[config.mk]
export PLATFORM = sky130hd
export DESIGN_NAME = txt_glyph_serializer
export DESIGN_NICKNAME = d
export VERILOG_FILES = /design/src/rtl/txtser_pkg.sv /design/src/rtl/txtser_font_rom.sv /design/src/rtl/txtser_code_fetch.sv /design/src/rtl/txtser_pix_shift.sv /design/src/rtl/txt_glyph_serializer.sv
export SDC_FILE = /design/constraint.sdc
export NUM_CORES = 1
export LEC_CHECK = 0
export BUFFER_PORTS_ARGS = -buffer_cell sky130_fd_sc_hd__buf_2
export CAP_MARGIN = 20
export CELL_PAD_IN_SITES_DETAIL_PLACEMENT = 0
export CELL_PAD_IN_SITES_GLOBAL_PLACEMENT = 2
export CORE_MARGIN = 10
export CORE_UTILIZATION = 33
export CTS_CLUSTER_SIZE = 16
export DETAILED_ROUTE_END_ITERATION = 10
export PLACE_DENSITY_LB_ADDON = 0.08
export SYNTH_ARGS = -nofsm -noshare
export SYNTH_HDL_FRONTEND = slang
export SYNTH_SLANG_ARGS = --single-unit
[constraint.sdc]
create_clock -name clk -period 4.4 [get_ports clk]
set_input_delay 1.1 -clock clk [delete_from_list [all_inputs] [get_ports clk]]
set_output_delay 1.1 -clock clk [all_outputs]
set_load 0.1 [all_outputs]
[src/rtl/txtser_pkg.sv]
// Shared definitions for the text glyph serializer.
// Holds the colour channel ordering used to pack and unpack the RGB bus.
package txtser_pkg;
    typedef enum logic [1:0] {
        CH_RED   = 2'd0,
        CH_GREEN = 2'd1,
        CH_BLUE  = 2'd2
    } chan_e;

    localparam int NUM_CHAN = 3;
endpackage

[src/rtl/txtser_font_rom.sv]
// Combinational font lookup.
// Maps a 7-bit character index and a glyph row onto one glyph row of
// GLYPH_W pixels; bit GLYPH_W-1 is the leftmost pixel. The pattern is
// computed: the seed {index, 1} rotated left by the row number.
// Assumes: the number of glyph rows does not exceed GLYPH_W.
module txtser_font_rom #(
    parameter  int GLYPH_W = 8,
    parameter  int ROW_W   = 3,
    localparam int IDX_W   = GLYPH_W - 1
) (
    input  logic [IDX_W-1:0]   idx,
    input  logic [ROW_W-1:0]   row,
    output logic [GLYPH_W-1:0] bits
);
    logic [GLYPH_W-1:0]   seed;
    logic [2*GLYPH_W-1:0] dbl;

    // Rotate the seed by the row number through a doubled copy.
    always_comb begin
        seed = {idx, 1'b1};
        dbl  = {seed, seed} << row;
        bits = dbl[2*GLYPH_W-1 -: GLYPH_W];
    end
endmodule

[src/rtl/txtser_code_fetch.sv]
// Memory request and character code selection.
// Issues one request per character group, holds the returned word and
// hands out the character codes of each group, upper code first.
// Assumes: col steps through 0..GROUP-1 once per pixel, and GROUP is a
// power of two. The word for a group must arrive by its last pixel.
module txtser_code_fetch #(
    parameter  int GLYPH_W  = 8,
    parameter  int CHARS    = 2,
    parameter  int REQ_SLOT = 0,
    localparam int CELL_W   = $clog2(GLYPH_W),
    localparam int COL_W    = $clog2(GLYPH_W * CHARS),
    localparam int WORD_W   = GLYPH_W * CHARS,
    localparam int IDX_W    = GLYPH_W - 1
) (
    input  logic              clk,
    input  logic              rst_n,
    input  logic [COL_W-1:0]  col,
    input  logic [WORD_W-1:0] mem_data,
    input  logic              mem_valid,
    output logic              mem_req,
    output logic [IDX_W-1:0]  code,
    output logic              load
);
    logic [WORD_W-1:0] pend_q;
    logic [WORD_W-1:0] act_q;
    logic [WORD_W-1:0] word_now;
    logic              cell_end;
    logic              grp_end;

    // Decode cell and group boundaries and pick the code to look up.
    always_comb begin
        cell_end = &col[CELL_W-1:0];
        grp_end  = &col;
        load     = cell_end;
        word_now = mem_valid ? mem_data : pend_q;
        code     = grp_end ? word_now[WORD_W-2 -: IDX_W]
                           : act_q[WORD_W-2 -: IDX_W];
    end

    // Hold the most recently returned memory word.
    always_ff @(posedge clk) begin
        if (!rst_n)
            pend_q <= '0;
        else if (mem_valid)
            pend_q <= mem_data;
    end

    // Working word: refilled at group end, moved up one code per cell.
    always_ff @(posedge clk) begin
        if (!rst_n)
            act_q <= '0;
        else if (grp_end)
            act_q <= word_now << GLYPH_W;
        else if (cell_end)
            act_q <= act_q << GLYPH_W;
    end

    // One request pulse per group at the configured position.
    always_ff @(posedge clk) begin
        if (!rst_n)
            mem_req <= 1'b0;
        else
            mem_req <= (col == COL_W'(REQ_SLOT));
    end

    // a request never lasts longer than one cycle.
    assert_req_pulse_R2: assert property (@(posedge clk) disable iff (!rst_n)
        mem_req |=> !mem_req);
endmodule

[src/rtl/txtser_pix_shift.sv]
// Pixel shifter and colour driver.
// Loads a glyph row on the last pixel of a cell, shifts one bit per
// pixel with the leftmost pixel in the top bit, and drives every colour
// channel all-ones or all-zeros, black while blanking.
// Assumes: load is high exactly on the last pixel of each cell.
module txtser_pix_shift
    import txtser_pkg::*;
#(
    parameter  int GLYPH_W = 8,
    parameter  int COLOR_W = 8,
    localparam int RGB_W   = NUM_CHAN * COLOR_W
) (
    input  logic               clk,
    input  logic               rst_n,
    input  logic               load,
    input  logic [GLYPH_W-1:0] glyph,
    input  logic               blank,
    output logic [RGB_W-1:0]   rgb
);
    logic [GLYPH_W-1:0] sh_q;
    logic [RGB_W-1:0]   rgb_q;

    // Load a fresh glyph row or move to the next pixel.
    always_ff @(posedge clk) begin
        if (!rst_n)
            sh_q <= '0;
        else if (load)
            sh_q <= glyph;
        else
            sh_q <= {sh_q[GLYPH_W-2:0], 1'b0};
    end

    // One output register per colour channel.
    for (genvar ch = 0; ch < NUM_CHAN; ch++) begin : g_chan
        // Expand the current pixel bit to a full channel value.
        always_ff @(posedge clk) begin
            if (!rst_n)
                rgb_q[ch*COLOR_W +: COLOR_W] <= '0;
            else
                rgb_q[ch*COLOR_W +: COLOR_W] <= (blank || !sh_q[GLYPH_W-1]) ? '0 : '1;
        end
    end

    assign rgb = rgb_q;

    // a blanked pixel comes out black on every channel.
    assert_blank_black_R8: assert property (@(posedge clk) disable iff (!rst_n)
        blank |=> (rgb_q == '0));

    // all channels agree and each is fully on or fully off.
    assert_mono_R7: assert property (@(posedge clk) disable iff (!rst_n)
        (rgb_q == {NUM_CHAN{rgb_q[COLOR_W-1:0]}}) &&
        ((rgb_q[COLOR_W-1:0] == '0) || (rgb_q[COLOR_W-1:0] == '1)));

    // between loads the shifter only drops lit bits, never gains one.
    assert_shift_R6: assert property (@(posedge clk) disable iff (!rst_n)
        !load |=> ($countones(sh_q) <= $past($countones(sh_q))));
endmodule

[src/rtl/txt_glyph_serializer.sv]
// Text glyph pixel serializer, top level.
// Requests one video memory word per two-character group, expands each
// character code through the font lookup and serializes the glyph rows
// onto three colour channels.
// Assumes: col and row come from a timing generator that steps col once
// per pixel clock. Colour output lags the pixel inputs by one clock.
module txt_glyph_serializer
    import txtser_pkg::*;
#(
    parameter  int GLYPH_W        = 8,
    parameter  int GLYPH_H        = 8,
    parameter  int CHARS_PER_WORD = 2,
    parameter  int COLOR_W        = 8,
    parameter  int REQ_SLOT       = 0,
    localparam int COL_W          = $clog2(GLYPH_W * CHARS_PER_WORD),
    localparam int ROW_W          = $clog2(GLYPH_H),
    localparam int WORD_W         = GLYPH_W * CHARS_PER_WORD,
    localparam int IDX_W          = GLYPH_W - 1,
    localparam int RGB_W          = NUM_CHAN * COLOR_W
) (
    input  logic               clk,
    input  logic               rst_n,
    input  logic [COL_W-1:0]   col,
    input  logic [ROW_W-1:0]   row,
    input  logic               blank,
    input  logic [WORD_W-1:0]  mem_data,
    input  logic               mem_valid,
    output logic               mem_req,
    output logic [COLOR_W-1:0] red,
    output logic [COLOR_W-1:0] green,
    output logic [COLOR_W-1:0] blue
);
    logic [IDX_W-1:0]   code;
    logic               load;
    logic [GLYPH_W-1:0] glyph;
    logic [RGB_W-1:0]   rgb;

    txtser_code_fetch #(
        .GLYPH_W  (GLYPH_W),
        .CHARS    (CHARS_PER_WORD),
        .REQ_SLOT (REQ_SLOT)
    ) i_fetch (
        .clk       (clk),
        .rst_n     (rst_n),
        .col       (col),
        .mem_data  (mem_data),
        .mem_valid (mem_valid),
        .mem_req   (mem_req),
        .code      (code),
        .load      (load)
    );

    txtser_font_rom #(
        .GLYPH_W (GLYPH_W),
        .ROW_W   (ROW_W)
    ) i_font (
        .idx  (code),
        .row  (row),
        .bits (glyph)
    );

    txtser_pix_shift #(
        .GLYPH_W (GLYPH_W),
        .COLOR_W (COLOR_W)
    ) i_shift (
        .clk   (clk),
        .rst_n (rst_n),
        .load  (load),
        .glyph (glyph),
        .blank (blank),
        .rgb   (rgb)
    );

    assign red   = rgb[int'(CH_RED)   * COLOR_W +: COLOR_W];
    assign green = rgb[int'(CH_GREEN) * COLOR_W +: COLOR_W];
    assign blue  = rgb[int'(CH_BLUE)  * COLOR_W +: COLOR_W];
endmodule

==> impl_metrics.toml <==
[status]
status = "completed"

[synthesis]
netlist_area_mm2 = 0.001728
post-synth-top-area-cell = "dfxtp_1"
synth_nets = 198
synth-seq-cells = 31
yosysSeqAreaShare_pct = 35.92
synthDistinctLibCells = 35
synth.top_cell.area_share_pct = 35.92
syn_avg_cell_area_um2 = 10.10
ys_warn_count = 0
netlist_instances = 171
ys_top_cells_by_area = "dfxtp_1, buf_4, mux2i_1, mux2_2, mux4_1"

[worst_hold_path]
hold_class = "reg -> reg"
hold_start = "i_shift.sh_q[7]"

[cts]
tritoncts = "done"
worstSkewPairLatency_ps = 280
clk_pin_slew_ps = 60
cts_hold_buf = 0
cts_inserted_buffers = 5
cts-resized-gates = 0
htree_levels = 2
cts.sinks = 31
clockBufferDepth = 2
post_cts_buffers = 0
clockRootBuffer = "clkbuf_8"

[final_layout]
nFillCells = 555
drive_gt1_share_pct = 35.42
final_cell_mix = "buf_2, dfxtp_1, mux2i_1"
syn_to_final_growth_pct = 12.09
diodes = 0
layout_commonest_cell = "buf_2"
fin_nets = 218
stdcell_area_mm2 = 0.001937

[worst_setup_path]
timing.rr.start = "i_fetch.pend_q[14]"
critPathRequiredTime_ps = 4550
crit_buf_inv = 1
r2r_end = "i_shift.sh_q[7]"
crit_end = "i_shift.sh_q[7]"
crit_chain = "buf_2 > and4_1 > mux4_1 > mux2i_1 > a221oi_1"
path_delay_family = "multiplexers"
cp-startpoint = "col[1]"
worstPathArrival_ps = 3030
crit_type = "in -> reg"
path_depth = 5
crit_fanout = 17
slowest_stage = "mux4_1"
cp_slowest_stage_delay_ps = 720
worstSetupEndpointType = "flop"
r2r_cells = 4
reg2reg_setup_slack_ps = 2730
startpoint_type = "input port"

[sta]
rsz0062_at_grt = "false"
skew_ps = 6.418
finalCritPeriodShare_pct = 65.38
period_minus_slack_ps = 2877
tightest_slew_ps = 705.7
maxSlewViolCount = 0
maxSlewHeadroom_pct = 52.95
fin_tns_setup_ps = 0
fmax_mhz = 347.6
setup_viol = 0
timing.final.hold_violations = 0

[grt]
antenna_found_initial = 0
grt_first_pass_wirelength_um = 6837
gr-usage-met1_pct = 10.74
gr-usage-met3_pct = 4.681
overflow = 0
grt_util_all_layers_pct = 10.17
grt_pass1_vias = 1349
grt_max_degree = 32
top_usage_layer = "met2"
use_met2_pct = 17.71

[routing]
wl_um = 4180
drc = 0
viasPerCell = 5.107
drtIter0Drc = 120
routedWlPerCell_um = 15.95
antenna_left = 0
dr.pass1.iters = 4
vias = 1338

[power_and_ir_drop]
fin_total_pwr_mw = 0.6909
power_leakage_nw = 0.8577
power_per_cell_area_mw_per_mm2 = 356.7
ir_drop_v = 0.0001310

[die]
fp.dieW_um = 92.36
pin_count = 52
rows = 26
start_util_pct = 33.83
coreArea_mm2 = 0.005107
die_area_mm2 = 0.008530
dieHeight_um = 92.36

[run]
drv_cap = 0

[placed_design]
dpl_cell_area_mm2 = 0.001819
dpl.hpwl_um = 3152
io_buffer_count = 49
routabilityCongestion = 0.8125
[how the worst min path moves through the flow]
| stage | endpoint | cells past startpoint |
|---|---|---|
| after floorplan | i_shift.rgb[22] | 2 |
| after global placement | i_shift.rgb[22] | 2 |
| after detailed placement | i_shift.rgb[22] | 2 |
| after CTS | i_shift.rgb[22] | 2 |
| after global routing | i_shift.rgb[22] | 2 |
| final | i_shift.rgb[22] | 2 |
[logic make-up (layout without fill, tap and decap cells)]
family,Yosys count,in the layout,share of synthesized area (%)
AO/OA/AOI/OAI,40,40,17.74
buffers and inverters,38,59,14.41
flip-flops,31,31,35.92
multiplexers,26,26,20.64
AND/OR/NAND/NOR,36,36,11.30
[sequential cells by signal (all words and copies together) (netlist names)]
| signal | count |
|---|---|
| i_shift.rgb | 1 |
| i_fetch.act_q | 7 |
| i_shift.sh_q | 8 |
| i_fetch.pend_q | 14 |
| i_fetch.mem_req | 1 |
[report_power, final]
part | internal (mW) | leakage [nW] | switching, mW
clock | 0.183 | 0.0612 | 0.105
combinational | 0.0354 | 0.543 | 0.0708
sequential | 0.293 | 0.254 | 0.00405
[synthesized netlist by cell type, drive strengths merged]
library cell,count
o221ai,1
a211oi,2
nand2b,2
buf,28
o2111a,1
a41o,2
dfxtp,31
o21ai,9
a221oi,7
clkinv,1
and2,9
o2bb2ai,8
nor4,2
o21a,1
mux2,8
clkbuf,8
o211a,1
a41oi,2
mux4,6
nor2b,7
nand4,1
and3,1
nor2,2
o41ai,1
a21o,1
o22ai,3
a21oi,1
inv,1
mux2i,12
and4,1
nand2,11
[tightest hold or removal path: cells and delay by family (launching register included)]
kind             cells  cell delay [ps]
AND/OR/NAND/NOR      2               80
flip-flops           1              300
[metrics by stage]
stage          hold WS, ps  utilization (%)  std cells  setup slack, ps
6_report             419.7            37.92        262             1523
5_1_grt              440.4            37.92        262             1393
4_1_cts              426.3            37.92        262             1522
3_5_place_dp         417.5            35.62        254             1221
3_3_place_gp         414.0            35.62        254             1228
2_1_floorplan        404.5                -        171             1549
[area by class of cell]
cell class / instances / area [µm²] / area share, %
multi-input cells: 102 / 858.3 / 44.32
clock buffers: 6 / 82.58 / 4.264
flip-flops and latches: 31 / 620.6 / 32.04
well taps: 70 / 87.58 / 4.522
inverters: 2 / 7.507 / 0.3876
repair buffers: 49 / 245.2 / 12.66
clock inverters: 2 / 35.03 / 1.809
[routing by layer]
metal | share of wire [%] | vias up
met2 | 50 | 38
met3 | 7.2 | 7
met1 | 42 | 640
met5 | 0 | -
met4 | 1.4 | 0
li1 | - | 653
No activity file was read; power rests on OpenSTA's default activity.
